**config.mk**
```make
export PLATFORM = sky130hd
export DESIGN_NAME = rtscts_serial_adapter
export DESIGN_NICKNAME = d
export VERILOG_FILES = /design/src/rtl/ssa_pkg.sv /design/src/rtl/ssa_sclk_gen.sv /design/src/rtl/ssa_rx_link.sv /design/src/rtl/ssa_byte_fifo.sv /design/src/rtl/ssa_tx_shift.sv /design/src/rtl/rtscts_serial_adapter.sv
export SDC_FILE = /design/constraint.sdc
export NUM_CORES = 1
export LEC_CHECK = 0
export BUFFER_PORTS_ARGS = -buffer_cell sky130_fd_sc_hd__buf_2
export CAP_MARGIN = 5
export CORE_MARGIN = 2
export CORE_UTILIZATION = 40
export DETAILED_ROUTE_END_ITERATION = 10
export PLACE_DENSITY = 0.55
export RECOVER_POWER = 100
export SETUP_SLACK_MARGIN = 0.4
export SLEW_MARGIN = 20
export SYNTH_ARGS = -nofsm -noshare
export SYNTH_HDL_FRONTEND = slang
export SYNTH_SLANG_ARGS = --single-unit
export TNS_END_PERCENT = 5
```
**constraint.sdc**
```tcl
create_clock -name clk -period 2.95 [get_ports clk]
set_input_delay 0.4425 -clock clk [delete_from_list [all_inputs] [get_ports clk]]
set_output_delay 0.4425 -clock clk [all_outputs]
set_load 0.005 [all_outputs]
```
**src/rtl/ssa_pkg.sv**
```systemverilog
`timescale 1ns/1ps
package ssa_pkg;
   localparam int BYTE_W = 8;
   typedef logic [BYTE_W-1:0] byte_t;
   typedef enum logic {RX_IDLE = 1'b0, RX_GRANT = 1'b1} rx_state_e;
endpackage

```
**src/rtl/ssa_sclk_gen.sv**
```systemverilog
`timescale 1ns/1ps
module ssa_sclk_gen #(
   parameter int DIV_W = 8
) (
   input  logic             clk,
   input  logic             rst_n,
   input  logic [DIV_W-1:0] half_period,
   output logic             sclk,
   output logic             rise_tick,
   output logic             fall_tick
);
   logic [DIV_W-1:0] cnt;
   logic [DIV_W-1:0] lim_m1;
   logic             wrap;

   // settings below 3 are clamped so the receive synchronizer has time to settle
   assign lim_m1    = (half_period < DIV_W'(3)) ? DIV_W'(2) : half_period - DIV_W'(1);
   assign wrap      = (cnt >= lim_m1);
   assign rise_tick = wrap & ~sclk;
   assign fall_tick = wrap & sclk;

   always_ff @(posedge clk or negedge rst_n) begin
      if (!rst_n) begin
         cnt  <= '0;
         sclk <= 1'b0;
      end else if (wrap) begin
         cnt  <= '0;
         sclk <= ~sclk;
      end else begin
         cnt  <= cnt + DIV_W'(1);
      end
   end

   // a phase never ends before two system cycles have passed
   a_r2_min_phase : assert property (@(posedge clk) disable iff (!rst_n)
      (sclk != $past(sclk)) |=> $stable(sclk));
endmodule

```
**src/rtl/ssa_rx_link.sv**
```systemverilog
`timescale 1ns/1ps
module ssa_rx_link
   import ssa_pkg::*;
#(
   parameter int SYNC_STAGES = 2
) (
   input  logic  clk,
   input  logic  rst_n,
   input  logic  rts_n_in,
   input  logic  rxd_in,
   input  logic  rise_tick,
   input  logic  fall_tick,
   input  logic  fifo_full,
   output logic  cts_n,
   output logic  svc_pulse,
   output logic  partial_pulse,
   output logic  push,
   output byte_t push_data
);
   logic [1:0] stg [SYNC_STAGES];
   logic       rts_s, rxd_s, rts_prev, armed, grant;
   logic [2:0] bit_cnt;
   byte_t      shreg;
   rx_state_e  state;

   for (genvar g = 0; g < SYNC_STAGES; g++) begin : g_sync
      if (g == 0) begin : g_first
         always_ff @(posedge clk or negedge rst_n)
            if (!rst_n) stg[g] <= 2'b11;
            else        stg[g] <= {rts_n_in, rxd_in};
      end else begin : g_next
         always_ff @(posedge clk or negedge rst_n)
            if (!rst_n) stg[g] <= 2'b11;
            else        stg[g] <= stg[g-1];
      end
   end

   assign rts_s     = stg[SYNC_STAGES-1][1];
   assign rxd_s     = stg[SYNC_STAGES-1][0];
   assign grant     = (state == RX_GRANT);
   assign cts_n     = ~grant;
   assign push_data = shreg;

   always_ff @(posedge clk or negedge rst_n) begin
      if (!rst_n) begin
         rts_prev      <= 1'b1;
         svc_pulse     <= 1'b0;
         partial_pulse <= 1'b0;
         push          <= 1'b0;
         state         <= RX_IDLE;
         armed         <= 1'b0;
         bit_cnt       <= '0;
         shreg         <= '0;
      end else begin
         rts_prev      <= rts_s;
         svc_pulse     <= rts_prev & ~rts_s;
         partial_pulse <= 1'b0;
         push          <= 1'b0;
         case (state)
            RX_IDLE: begin
               armed   <= 1'b0;
               bit_cnt <= '0;
               if (!rts_s && !fifo_full) state <= RX_GRANT;
            end
            RX_GRANT: begin
               if (rts_s) begin
                  state         <= RX_IDLE;
                  partial_pulse <= (bit_cnt != 3'd0);
                  bit_cnt       <= '0;
                  armed         <= 1'b0;
               end else begin
                  if (fall_tick) armed <= 1'b1;
                  if (rise_tick && armed) begin
                     shreg   <= {shreg[BYTE_W-2:0], rxd_s};
                     bit_cnt <= bit_cnt + 3'd1;
                     if (bit_cnt == 3'd7) push <= ~fifo_full;
                  end
               end
            end
            default: state <= RX_IDLE;
         endcase
      end
   end

   // a grant starts only from a pending request with queue space
   a_r4_grant_cond : assert property (@(posedge clk) disable iff (!rst_n)
      $rose(grant) |-> $past(!rts_s && !fifo_full));
   // a released request ends the grant on the next cycle
   a_r6_release : assert property (@(posedge clk) disable iff (!rst_n)
      (grant && rts_s) |=> !grant);
   // the service event lasts one cycle
   a_r3_svc_single : assert property (@(posedge clk) disable iff (!rst_n)
      svc_pulse |=> !svc_pulse);
   // the incomplete flag only follows the end of a grant
   a_r7_partial_at_end : assert property (@(posedge clk) disable iff (!rst_n)
      partial_pulse |-> (!grant && $past(grant)));
endmodule

```
**src/rtl/ssa_byte_fifo.sv**
```systemverilog
`timescale 1ns/1ps
module ssa_byte_fifo #(
   parameter int DEPTH = 8,
   parameter int W     = 8
) (
   input  logic         clk,
   input  logic         rst_n,
   input  logic         push,
   input  logic [W-1:0] wdata,
   input  logic         rd_en,
   output logic [W-1:0] rdata,
   output logic         not_empty,
   output logic         full
);
   localparam int AW = $clog2(DEPTH);

   logic [W-1:0]  mem [DEPTH];
   logic [AW-1:0] wr_ptr, rd_ptr;
   logic [AW:0]   cnt;
   logic          pop;

   assign not_empty = (cnt != '0);
   assign full      = (cnt == (AW+1)'(DEPTH));
   assign pop       = rd_en & not_empty;
   assign rdata     = mem[rd_ptr];

   always_ff @(posedge clk) begin
      if (push) mem[wr_ptr] <= wdata;
   end

   always_ff @(posedge clk or negedge rst_n) begin
      if (!rst_n) begin
         wr_ptr <= '0;
         rd_ptr <= '0;
         cnt    <= '0;
      end else begin
         if (push) wr_ptr <= wr_ptr + AW'(1);
         if (pop)  rd_ptr <= rd_ptr + AW'(1);
         case ({push, pop})
            2'b10:   cnt <= cnt + (AW+1)'(1);
            2'b01:   cnt <= cnt - (AW+1)'(1);
            default: cnt <= cnt;
         endcase
      end
   end

   // the receiver never writes into a full queue
   a_r8_no_overflow : assert property (@(posedge clk) disable iff (!rst_n)
      push |-> !full);
   // a read of an empty queue changes nothing
   a_r9_empty_read : assert property (@(posedge clk) disable iff (!rst_n)
      (rd_en && !not_empty && !push) |=> !not_empty);
endmodule

```
**src/rtl/ssa_tx_shift.sv**
```systemverilog
`timescale 1ns/1ps
module ssa_tx_shift
   import ssa_pkg::*;
(
   input  logic  clk,
   input  logic  rst_n,
   input  logic  rise_tick,
   input  logic  tx_valid,
   input  byte_t tx_data,
   output logic  tx_ready,
   output logic  txd
);
   logic [3:0] bits_left;
   byte_t      shreg;

   assign tx_ready = (bits_left == 4'd0);

   always_ff @(posedge clk or negedge rst_n) begin
      if (!rst_n) begin
         bits_left <= '0;
         shreg     <= '0;
         txd       <= 1'b1;
      end else if (tx_valid && tx_ready) begin
         shreg     <= tx_data;
         bits_left <= 4'(BYTE_W);
      end else if (rise_tick && !tx_ready) begin
         txd       <= shreg[BYTE_W-1];
         shreg     <= {shreg[BYTE_W-2:0], 1'b0};
         bits_left <= bits_left - 4'd1;
      end
   end

   // the data line moves only together with a rising serial clock
   a_r10_txd_on_rise : assert property (@(posedge clk) disable iff (!rst_n)
      !$stable(txd) |-> $past(rise_tick));
endmodule

```
**src/rtl/rtscts_serial_adapter.sv**
```systemverilog
`timescale 1ns/1ps
module rtscts_serial_adapter
   import ssa_pkg::*;
#(
   parameter int DIV_W       = 8,
   parameter int FIFO_DEPTH  = 8,
   parameter int SYNC_STAGES = 2
) (
   input  logic             clk,
   input  logic             rst_n,
   input  logic [DIV_W-1:0] half_period,
   input  logic             rts_n_in,
   input  logic             rxd_in,
   output logic             src_txc_out,
   output logic             cts_n_out,
   output logic             svc_pulse,
   output logic             partial_pulse,
   input  logic             rd_en,
   output logic [7:0]       rd_data,
   output logic             rd_valid,
   input  logic             tx_valid,
   input  logic [7:0]       tx_data,
   output logic             tx_ready,
   output logic             txd_out,
   output logic             partner_rxc_out
);
   if (DIV_W < 3) begin : g_bad_div
      $error("DIV_W must be at least 3");
   end
   if (FIFO_DEPTH < 2 || (FIFO_DEPTH & (FIFO_DEPTH - 1)) != 0) begin : g_bad_depth
      $error("FIFO_DEPTH must be a power of two of at least 2");
   end
   if (SYNC_STAGES < 2) begin : g_bad_sync
      $error("SYNC_STAGES must be at least 2");
   end

   logic  sclk, rise_tick, fall_tick, fifo_full, push;
   byte_t push_data;

   ssa_sclk_gen #(.DIV_W(DIV_W)) u_sclk (
      .clk(clk), .rst_n(rst_n), .half_period(half_period),
      .sclk(sclk), .rise_tick(rise_tick), .fall_tick(fall_tick));

   ssa_rx_link #(.SYNC_STAGES(SYNC_STAGES)) u_rx (
      .clk(clk), .rst_n(rst_n), .rts_n_in(rts_n_in), .rxd_in(rxd_in),
      .rise_tick(rise_tick), .fall_tick(fall_tick), .fifo_full(fifo_full),
      .cts_n(cts_n_out), .svc_pulse(svc_pulse), .partial_pulse(partial_pulse),
      .push(push), .push_data(push_data));

   ssa_byte_fifo #(.DEPTH(FIFO_DEPTH), .W(BYTE_W)) u_fifo (
      .clk(clk), .rst_n(rst_n), .push(push), .wdata(push_data),
      .rd_en(rd_en), .rdata(rd_data), .not_empty(rd_valid), .full(fifo_full));

   ssa_tx_shift u_tx (
      .clk(clk), .rst_n(rst_n), .rise_tick(rise_tick), .tx_valid(tx_valid),
      .tx_data(tx_data), .tx_ready(tx_ready), .txd(txd_out));

   assign src_txc_out     = sclk;
   assign partner_rxc_out = ~sclk;
endmodule

```
# ---- Word level (Yosys, flattened, before mapping)
# Memory sizes are Yosys's and may differ from the RTL's.
# Index checks and enable logic that the tools add are counted.
dict set report totals {
  reg_bits 53
  mem_bits_rw 64
  in_bits 22
  output_inout_bits 16
  wordCells 82
  mem_count 1
}
dict set report classes {
  addsub 8
  magnitude_cmp 2
  n_eq_ne 6
  muxes 24
  n_bitwise 9
  n_reduce_logical 14
}
# memory words width read_ports rd_ports_with_merged_regs write_ports line_no
set mem_list {}
lappend mem_list {u_fifo.mem 8 8 1 0 1 ssa_byte_fifo.sv:17} ;# logic [W-1:0] mem [DEPTH];
# op n
set ops {}
lappend ops {{$mux W8} 4}
lappend ops {{$mux W1} 12}
lappend ops {{$add A3 B1 Y3 const B} 3}
lappend ops {{$add A8 B1 Y8 const B} 1}
lappend ops {{$ge A8 B8 Y1} 1}
lappend ops {{$lt A8 B2 Y1 const B} 1}
lappend ops {{$mux W4} 2}
lappend ops {{$pmux W4 S2} 1}
lappend ops {{$sub A4 B1 Y4 const B} 2}
lappend ops {{$sub A8 B1 Y8 const B} 1}
lappend ops {{$mux W3} 2}
lappend ops {{$ne A3 B2 Y1 const B} 2}
lappend ops {{$pmux W3 S2} 1}
lappend ops {{$not A1 Y1} 5}
lappend ops {{$add A4 B1 Y4 const B} 1}
lappend ops {{$and A1 B1 Y1} 4}
lappend ops {{$eq A4 B4 Y1 const B} 1}
lappend ops {{$logic_and A1 B1 Y1} 4}
lappend ops {{$logic_not A4 Y1} 1}
lappend ops {{$pmux W1 S2} 2}
lappend ops {{$reduce_bool A2 Y1} 2}
lappend ops {{$reduce_bool A4 Y1} 1}
lappend ops {{$eq A3 B3 Y1 const B} 1}
lappend ops {{$logic_not A1 Y1} 3}
lappend ops {{5 further kinds} 5}

# ---- Longest topological paths before layout
# Gate-level depths: netlist (run 1).
dict set report depth {
  word_depth 8
  ltp_mapped 13
  depth_no_buf 12
}

# ---- Modules after synthesis
# A second synthesis (run 1) with hierarchy kept.
dict set report unflattened {
  hier_cells 341
  area_unflattened_um2 5243.8
}
# module instances cells_each area_per_inst_um2 seq_area_each_um2
set modules_own_cells {}
lappend modules_own_cells {ssa_byte_fifo 1 148 3056.7 2172.1}
lappend modules_own_cells {ssa_rx_link 1 56 822.0 531.8}
lappend modules_own_cells {ssa_sclk_gen 1 82 733.2 225.2}
lappend modules_own_cells {ssa_tx_shift 1 54 628.1 326.6}
lappend modules_own_cells {rtscts_serial_adapter 1 1 3.8 0.0}

# ---- Least setup slack after synthesis (run 1)
# No wires, ideal clock.
dict set report synth_timing {
  kind {in2reg}
  from {input half_period[5]}
  to {register u_tx.shreg[1]}
  setup_ns 0.118
  t_arrival_ns 3.279
  t_required_ns 2.832
  path_slack_ns -0.447
  path_stages 12
  path_buffers 2
  cell_sequence {or4_1 > or4_1 > clkbuf_1 > and2_1 > ha_1 > nand2b_1 > a2111oi_2 > o211a_4 > nor4_1 > buf_6 > a22o_1 > a21o_1}
}
dict set report synth_via {
  elab_chain_cells 6
  word_cells_on_any_way 7
  cone_classes {add/sub: 1; order compare: 2; mux: 1; bitwise: 1; reduce/logical: 2}
}
# item line_no
set synth_rtl {}
lappend synth_rtl {{start, declared} rtscts_serial_adapter.sv:11} ;# input logic [DIV_W-1:0] half_period,
lappend synth_rtl {{$sub A8 B1 Y8 or $lt A8 B2 Y1 (tied branches)} ssa_sclk_gen.sv:17} ;# assign lim_m1 = (half_period < DIV_W'(3)) ? DIV_W'(2) : half_period - DIV_W'(1);
lappend synth_rtl {{$mux W8 *} ssa_sclk_gen.sv:17}
lappend synth_rtl {{$ge A8 B8 Y1 *} ssa_sclk_gen.sv:18} ;# assign wrap = (cnt >= lim_m1);
lappend synth_rtl {{$and A1 B1 Y1 *} ssa_sclk_gen.sv:19} ;# assign rise_tick = wrap & ~sclk;
lappend synth_rtl {{$logic_and A1 B1 Y1 *} ssa_tx_shift.sv:26} ;# end else if (rise_tick && !tx_ready) begin
lappend synth_rtl {{$reduce_bool A2 Y1 (no source line) *} --}
lappend synth_rtl {{end signal, assigned} ssa_tx_shift.sv:24} ;# shreg <= tx_data;
lappend synth_rtl {{end signal, assigned} ssa_tx_shift.sv:28} ;# shreg <= {shreg[BYTE_W-2:0], 1'b0};
lappend synth_rtl {{end, declared} ssa_tx_shift.sv:14} ;# byte_t shreg;
# Mark *: on every way between the ends. The rest lies on a longest branch, timed or not.
# A chain may end at the register's enable or synchronous reset.

# ---- Worst setup path in the final report (run 1)
dict set report layout_timing {
  from {input half_period[4]}
  to {register u_rx.shreg[5], in the netlist u_rx.push_data[5]}
}
dict set report layout_via {
  elab_chain_cells 6
  word_cells_on_any_way 7
  cone_classes {add/sub: 1; order compare: 2; mux: 1; bitwise: 1; reduce/logical: 2}
}
# item line_no
set layout_rtl {}
lappend layout_rtl {{$sub A8 B1 Y8 or $lt A8 B2 Y1 (tied branches)} ssa_sclk_gen.sv:17}
lappend layout_rtl {{$mux W8 *} ssa_sclk_gen.sv:17}
lappend layout_rtl {{$ge A8 B8 Y1 *} ssa_sclk_gen.sv:18}
lappend layout_rtl {{$and A1 B1 Y1 *} ssa_sclk_gen.sv:19}
lappend layout_rtl {{$logic_and A1 B1 Y1 *} ssa_rx_link.sv:73} ;# if (rise_tick && armed) begin
lappend layout_rtl {{$reduce_and A3 Y1 (no source line) *} --}
lappend layout_rtl {{end signal, assigned} ssa_rx_link.sv:74} ;# shreg <= {shreg[BYTE_W-2:0], rxd_s};
lappend layout_rtl {{end, declared} ssa_rx_link.sv:23} ;# byte_t shreg;
# Marks and branches as above.

==> results of run 1 <==
==> power groups by stage <==
stage / logic, mW / registers, mW / clock network, mW
2_1_floorplan: 0.808 / 2.07 / 0
5_1_grt: 1.26 / 2.21 / 2.26
6_report: 1.12 / 2.18 / 2.13
3_5_place_dp: 1.01 / 2.20 / 0
4_1_cts: 1.15 / 2.18 / 2.17
3_3_place_gp: 0.979 / 2.19 / 0
==> timing repair <==
action / in CTS / in global routing
endpoints found under the hold margin: 0 / 0
hold buffers: 0 / 0
setup buffers: 5 / 0
gates cloned: 1 / 0
resized for setup: 18 / 10
pin swaps: 20 / 7
endpoints found under the setup margin: 43 / 44
==> area by class of cell <==
cell class                 instances  area [sq um]
fill                            1085          6101
clock buffer                      19         432.9
multi-input combinational        192          1856
tap                              172         215.2
clock inverter                    13         181.4
sequential                       117          3257
timing repair buffer              68         406.6
inverter                          18         67.56
==> path summary, 6_finish.rpt <==
path / start / end / slack, ns / cells after the start
max: half_period[4] / u_rx.push_data[5] / -0.09 / 13
min: rxd_in / u_rx.stg[2] / 0.12 / 1
max reg2reg: u_fifo.cnt[0] / u_fifo.cnt[3] / 0.49 / 11
min reg2reg: u_rx.stg[2] / u_rx.rxd_s / 0.36 / 0
max in group asynchronous: rst_n / u_fifo.rd_ptr[1] / 1.19 / 2
min in group asynchronous: rst_n / u_tx.shreg[3] / 0.34 / 1
==> through the flow <==
stage          power (mW)  setup TNS (ns)
2_1_floorplan       2.874          -8.179
3_5_place_dp        3.210          -20.58
4_1_cts             5.497          -1.501
5_1_grt             5.735          -1.645
3_3_place_gp        3.172          -18.38
6_report            5.427         -0.6390
==> layout by cell type, fill, tap and decap left out, types with 4 or more instances in the layout <==
master	instances
bufinv_16	4
dfrtp_1	46
mux4_2	16
buf_2	27
nor3_1	5
clkbuf_2	4
ha_1	18
nand2_1	16
a21o_1	9
xnor2_1	10
a22o_1	9
nor2_1	21
inv_1	18
mux2_4	4
xor2_1	11
clkbuf_1	12
a21oi_1	5
mux2_2	16
nand2b_1	6
edfxtp_1	64
clkbuf_16	17
nand3_1	6
nor2_2	6
dfstp_2	5
buf_4	21
==> metal layers <==
metal,up-vias,global-route usage (%),part of all wire [%]
met5,-,0,0
met4,0,6.824,1.1
met3,9,5.149,4.0
met1,1449,19.71,46
li1,1387,-,-
met2,58,24.55,49
==> flip-flops by register name (all words and copies together), names as in the netlist, 2 cells and up <==
signal	cells
u_sclk.cnt	8
u_rx.push_data	8
u_fifo.cnt	4
u_tx.bits_left	4
u_rx.bit_cnt	3
u_fifo.wr_ptr	3
u_fifo.rd_ptr	3
u_rx.stg	2
u_tx.shreg	8
u_fifo.mem	64
==> cell families (layout without fill, tap and decap cells) <==
family                   count (synthesis)  in the layout
buffers and inverters                   27            118
multiplexers                            40             40
AO/OA/AOI/OAI                           31             31
flip-flops                             117            117
adder cells (fa/ha/maj)                 21             21
AND/OR/NAND/NOR                         78             79
XOR/XNOR                                21             21
==> worst register-to-register path: cells and delay by family, from the launching register on <==
kind	cells	cell delay (ns)
and+or+nand+nor	4	0.72
adders and majority gates	2	0.49
AOI/OAI and AO/OA	2	0.34
xor gates and xnor gates	2	0.28
buffers and inverters	1	0.08
DFF	1	0.42
==> run summary, run 1 <==
status -> finished, violations left
failing checks -> negative setup slack
Synth Flop Type -> edfxtp_1
#FFs+latches synth -> 117
clock latency at the later pin of the worst-skew pair -> 0.41 ns
Pint -> 3.946 mW
register area share after synthesis -> 63.92%
Final period util -> 103.1%
Die ar. -> 0.01365 sq mm
1st-iter DRT viols -> 144
Mapped Avg Cell Area -> 15.20 sq um
Net Sw Frac -> 27.28%
Critical Path Max Stage Delay -> 0.53 ns
PD cells -> 845.8 mW/mm^2
design area -> 0.006416 sq mm
RSZ-0062 raised after global routing -> yes
Synth area leaders -> edfxtp_1 38%, dfrtp_1 23%, mux4_2 7.1%
Compound-Gate Fraction of Synth Area -> 4.716%
dpl cells -> 561
htree depth -> 4
CP Max Fanout -> 5
DRT antenna net count -> 0
first-pass GRT wire length -> 15.39 mm
I/O pin cnt -> 38
commonest cells in the netlist -> 64 x edfxtp_1, 47 x dfrtp_1, 26 x nor2_1
placed cell area -> 0.005657 sq mm
Post-Syn Area -> 0.005094 sq mm
Cell variety after synth -> 39
starting density of the core -> 40.69%
WP data required -> 3.25 ns
Adder-Cell Fraction of Synth Area -> 5.306%
DR vias -> 2903
initial antenna violation count -> 0
Synth area leader -> edfxtp_1
CP arrival -> 3.34 ns
Crit Path Class -> input pin to register
cell leakage power -> 2.671 nW
Place WS -> -0.9325 ns
Worst-path clk slew -> 0.05 ns
worst min path class -> input pin to register
Layout area overhead -> 25.96%
Post-synth ARST share -> 45.30%
synthesized instance count -> 335
Max-Cap Viols -> 0
Die Height -> 116.8 um
ANT cells -> 0
Port Buffers -> 37
Cell Rows -> 41
core area -> 0.01252 sq mm
final core utilization -> 51.26%
Reg power frac -> 40.1%
Final min period -> 3.042 ns
most numerous cell in the Yosys netlist -> edfxtp_1
setup violators final -> 8
largest net degree at the start of global routing -> 29
gpl congestion -> 0.7549
vias in the first global route -> 2966
# clock sinks -> 117
critical path, cell by cell -> buf_6 -> or4_4 -> or4_4 -> and2_4 -> ha_4 -> nand2b_4 -> a2111oi_4 -> o211a_4 -> buf_6 -> nor4b_4 -> buf_4 -> nand3b_4 -> mux2_2
yosys warns -> 0
sw power -> 1.481 mW
Clock Skew -> 0.01008 ns
Post-Synth Simple-Gate Area -> 7.959%
Synth Area in XOR/XNOR -> 3.611%
Logic pwr share -> 20.7%
Routed WL -> 9.394 mm
Crit-path slowest cell -> or4_4
relative slew slack -> 7.252%
drc violations -> 0
Vias/cell -> 4.846
fmax -> 0.3288 GHz
syn nets -> 378
final hold viol count -> 0
drt wl/cell -> 15.68 um
multiplexer share of the synthesized area -> 12.31%
crit-path leading delay family -> simple AND/OR/NAND/NOR gates
setup ws final -> -0.09174 ns
clock root cell -> clkbuf_16
largest family of logic cells by synthesized area -> multiplexers
hold slack -> 0.1244 ns
Slew Viols, Final -> 0
TritonRoute pass-1 iters -> 4
worst-margin pin slew -> 1.391 ns
Die Wd -> 116.8 um
post-synth top area share -> 37.73%
Worst setup SP type -> input pin
non-filler instance count after layout -> 599
Post-synth EDFFs -> 64
CTS tree -> built
Peak VDD IR -> 0.4746 mV
DPL Wire Length -> 6.041 mm
share of layout cells above drive strength 1 -> 34.89%
GR Util All Layers -> 15.54%
Buf+Inv Stages, Crit Path -> 3
clk buf depth -> 2
CTS Buf Count -> 17
nets -> 457
Clock Power Share -> 39.2%
gr ovfl total -> 0
crit end category -> register
Power figures use the tool's default switching activity.
==> run 2, diff against run 1 <==
Settings changed: CORE_ASPECT_RATIO set to 0.9.
==> run 2 against run 1 <==
  * Final cell count decreased by 1.2%
  * Sequential cell count unchanged
  * The run still ends with negative setup slack left
  * Via count down 1.0%
  * Global-route usage decreased by 0.60 points
==> run summary, run 2 (synthesis results as in run 1) <==
CP arrival -> 3.34 ns
starting density of the core -> 40.62%
Worst R2R End -> u_fifo.cnt[3]
vias in the first global route -> 3082
Die Height -> 111.1 um
placed cell area -> 0.005637 sq mm
htree depth -> 4
setup ws final -> -0.1002 ns
nets -> 458
Net Sw Frac -> 28.16%
first-pass GRT wire length -> 15.26 mm
largest net degree at the start of global routing -> 23
design area -> 0.006416 sq mm
worst-margin pin slew -> 1.404 ns
most frequent cells in the layout -> 64 x edfxtp_1, 46 x dfrtp_1, 32 x buf_2, 22 x buf_4, 20 x nor2_1
WP data required -> 3.24 ns
TritonRoute pass-1 iters -> 4
CTS Buf Count -> 17
# fillers -> 1068
CP Max Fanout -> 5
failing checks -> negative setup slack
Vias/cell -> 4.853
Worst setup SP type -> input pin
share of layout cells above drive strength 1 -> 36.21%
FF-to-FF setup slack -> 0.53 ns
# clock sinks -> 117
fmax -> 0.3278 GHz
DPL Wire Length -> 5.998 mm
final core utilization -> 51.16%
RSZ-0062 raised after global routing -> yes
Final period util -> 103.4%
cell leakage power -> 2.664 nW
Largest register FFs -> 64
Die ar. -> 0.01365 sq mm
Routed WL -> 9.236 mm
drc violations -> 0
multi-input logic area -> 0.001879 sq mm
Largest Register -> u_fifo.mem
Max-Cap Viols -> 0
most common cell after layout, fill and taps aside -> edfxtp_1
crit-path leading delay family -> simple AND/OR/NAND/NOR gates
gpl congestion -> 0.7943
Logic pwr share -> 22.2%
status -> finished, violations left
Die Wd -> 123.0 um
Layout area overhead -> 25.96%
clock root cell -> clkbuf_16
critical path, cell by cell -> buf_6 -> or4_4 -> or4_4 -> and2_4 -> ha_4 -> nand2b_4 -> a2111oi_4 -> o211a_4 -> buf_6 -> nor4b_4 -> buf_4 -> nand3b_4 -> mux2_4
initial antenna violation count -> 0
drt wl/cell -> 15.60 um
final hold viol count -> 0
relative slew slack -> 5.666%
DR vias -> 2873
DRT antenna net count -> 0
GR Util All Layers -> 14.95%
Cell Rows -> 39
CP Capture Point -> u_rx.push_data[0]
1st-iter DRT viols -> 151
CTS tree -> built
clock latency at the later pin of the worst-skew pair -> 0.41 ns
sequential standard cell area -> 0.003257 sq mm
stages on the worst setup path -> 13
gr ovfl total -> 0
Overall Power -> 5.279 mW
Clock Skew -> 0.008112 ns
PD cells -> 822.8 mW/mm^2
CP startpoint -> half_period[5]
sw power -> 1.487 mW
Crit-path slowest cell -> or4_4
Peak VDD IR -> 0.5229 mV
setup violators final -> 10
RR Startpoint -> u_fifo.cnt[1]
Critical Path Max Stage Delay -> 0.52 ns
crit end category -> register
Crit Path Class -> input pin to register
Slew Viols, Final -> 0
Worst-path clk slew -> 0.05 ns
worst min path class -> input pin to register
Clock Power Share -> 36.7%
Port Buffers -> 37
I/O pin cnt -> 38
Buf+Inv Stages, Crit Path -> 3
R2R cell count -> 11
Final min period -> 3.050 ns
core area -> 0.01254 sq mm
Pint -> 3.792 mW
Reg power frac -> 41.2%
clk buf depth -> 2
ANT cells -> 0
run 2: layer usage:
layer / up-vias / share of wire [%] / GRT usage, %
met5: - / 0 / 0
met4: 0 / 1.1 / 5.364
met2: 41 / 48 / 22.76
met3: 11 / 4.0 / 5.350
li1: 1395 / - / -
met1: 1426 / 47 / 19.69
run 2: power by group through the flow:
stage	sequential (mW)	combinational [mW]	clock [mW]
after global routing	2.21	1.31	2.07
after global placement	2.19	0.968	0
after detailed placement	2.19	1.00	0
final	2.17	1.17	1.93
after floorplan	2.07	0.808	0
after CTS	2.18	1.15	1.98
run 2: repair_timing:
action	in CTS	in global routing
hold buffers	1	0
setup endpoints to repair	43	44
pin swaps	15	9
endpoints found under the hold margin	16	0
gates cloned	0	1
gates resized for setup	25	10
setup buffers	3	4
run 2: cell type report:
type | instances | share of cell area (%)
Tap cell | 164 | 3.198
Sequential cell | 117 | 50.76
Timing Repair Buffer | 69 | 6.884
Clock buffer | 18 | 6.689
Clock inverter | 14 | 2.126
Multi-Input combinational cell | 192 | 29.29
Inverter | 18 | 1.053
run 2: worst min path at each step:
stage                            from            end  slack, ns  cells past startpoint
after floorplan                 rst_n  u_fifo.cnt[0]       0.15                      0
after CTS                    rts_n_in    u_rx.stg[3]       0.11                      1
final                          rxd_in    u_rx.stg[2]       0.13                      1
after global routing           rxd_in    u_rx.stg[2]       0.11                      1
after detailed placement  u_rx.stg[2]     u_rx.rxd_s       0.35                      0
after global placement    u_rx.stg[3]     u_rx.rts_s       0.35                      0
run 2: through the flow:
| stage | setup TNS, ns | setup slack, ns | instances | hold slack (ns) |
|---|---|---|---|---|
| after floorplan | -8.179 | -0.3535 | 335 | 0.1469 |
| final | -0.6139 | -0.1002 | 592 | 0.1331 |
| after global routing | -2.063 | -0.2028 | 592 | 0.1129 |
| after detailed placement | -20.78 | -0.8905 | 551 | 0.3499 |
| after global placement | -19.06 | -0.7998 | 551 | 0.3461 |
| after CTS | -0.8427 | -0.1084 | 587 | 0.1146 |
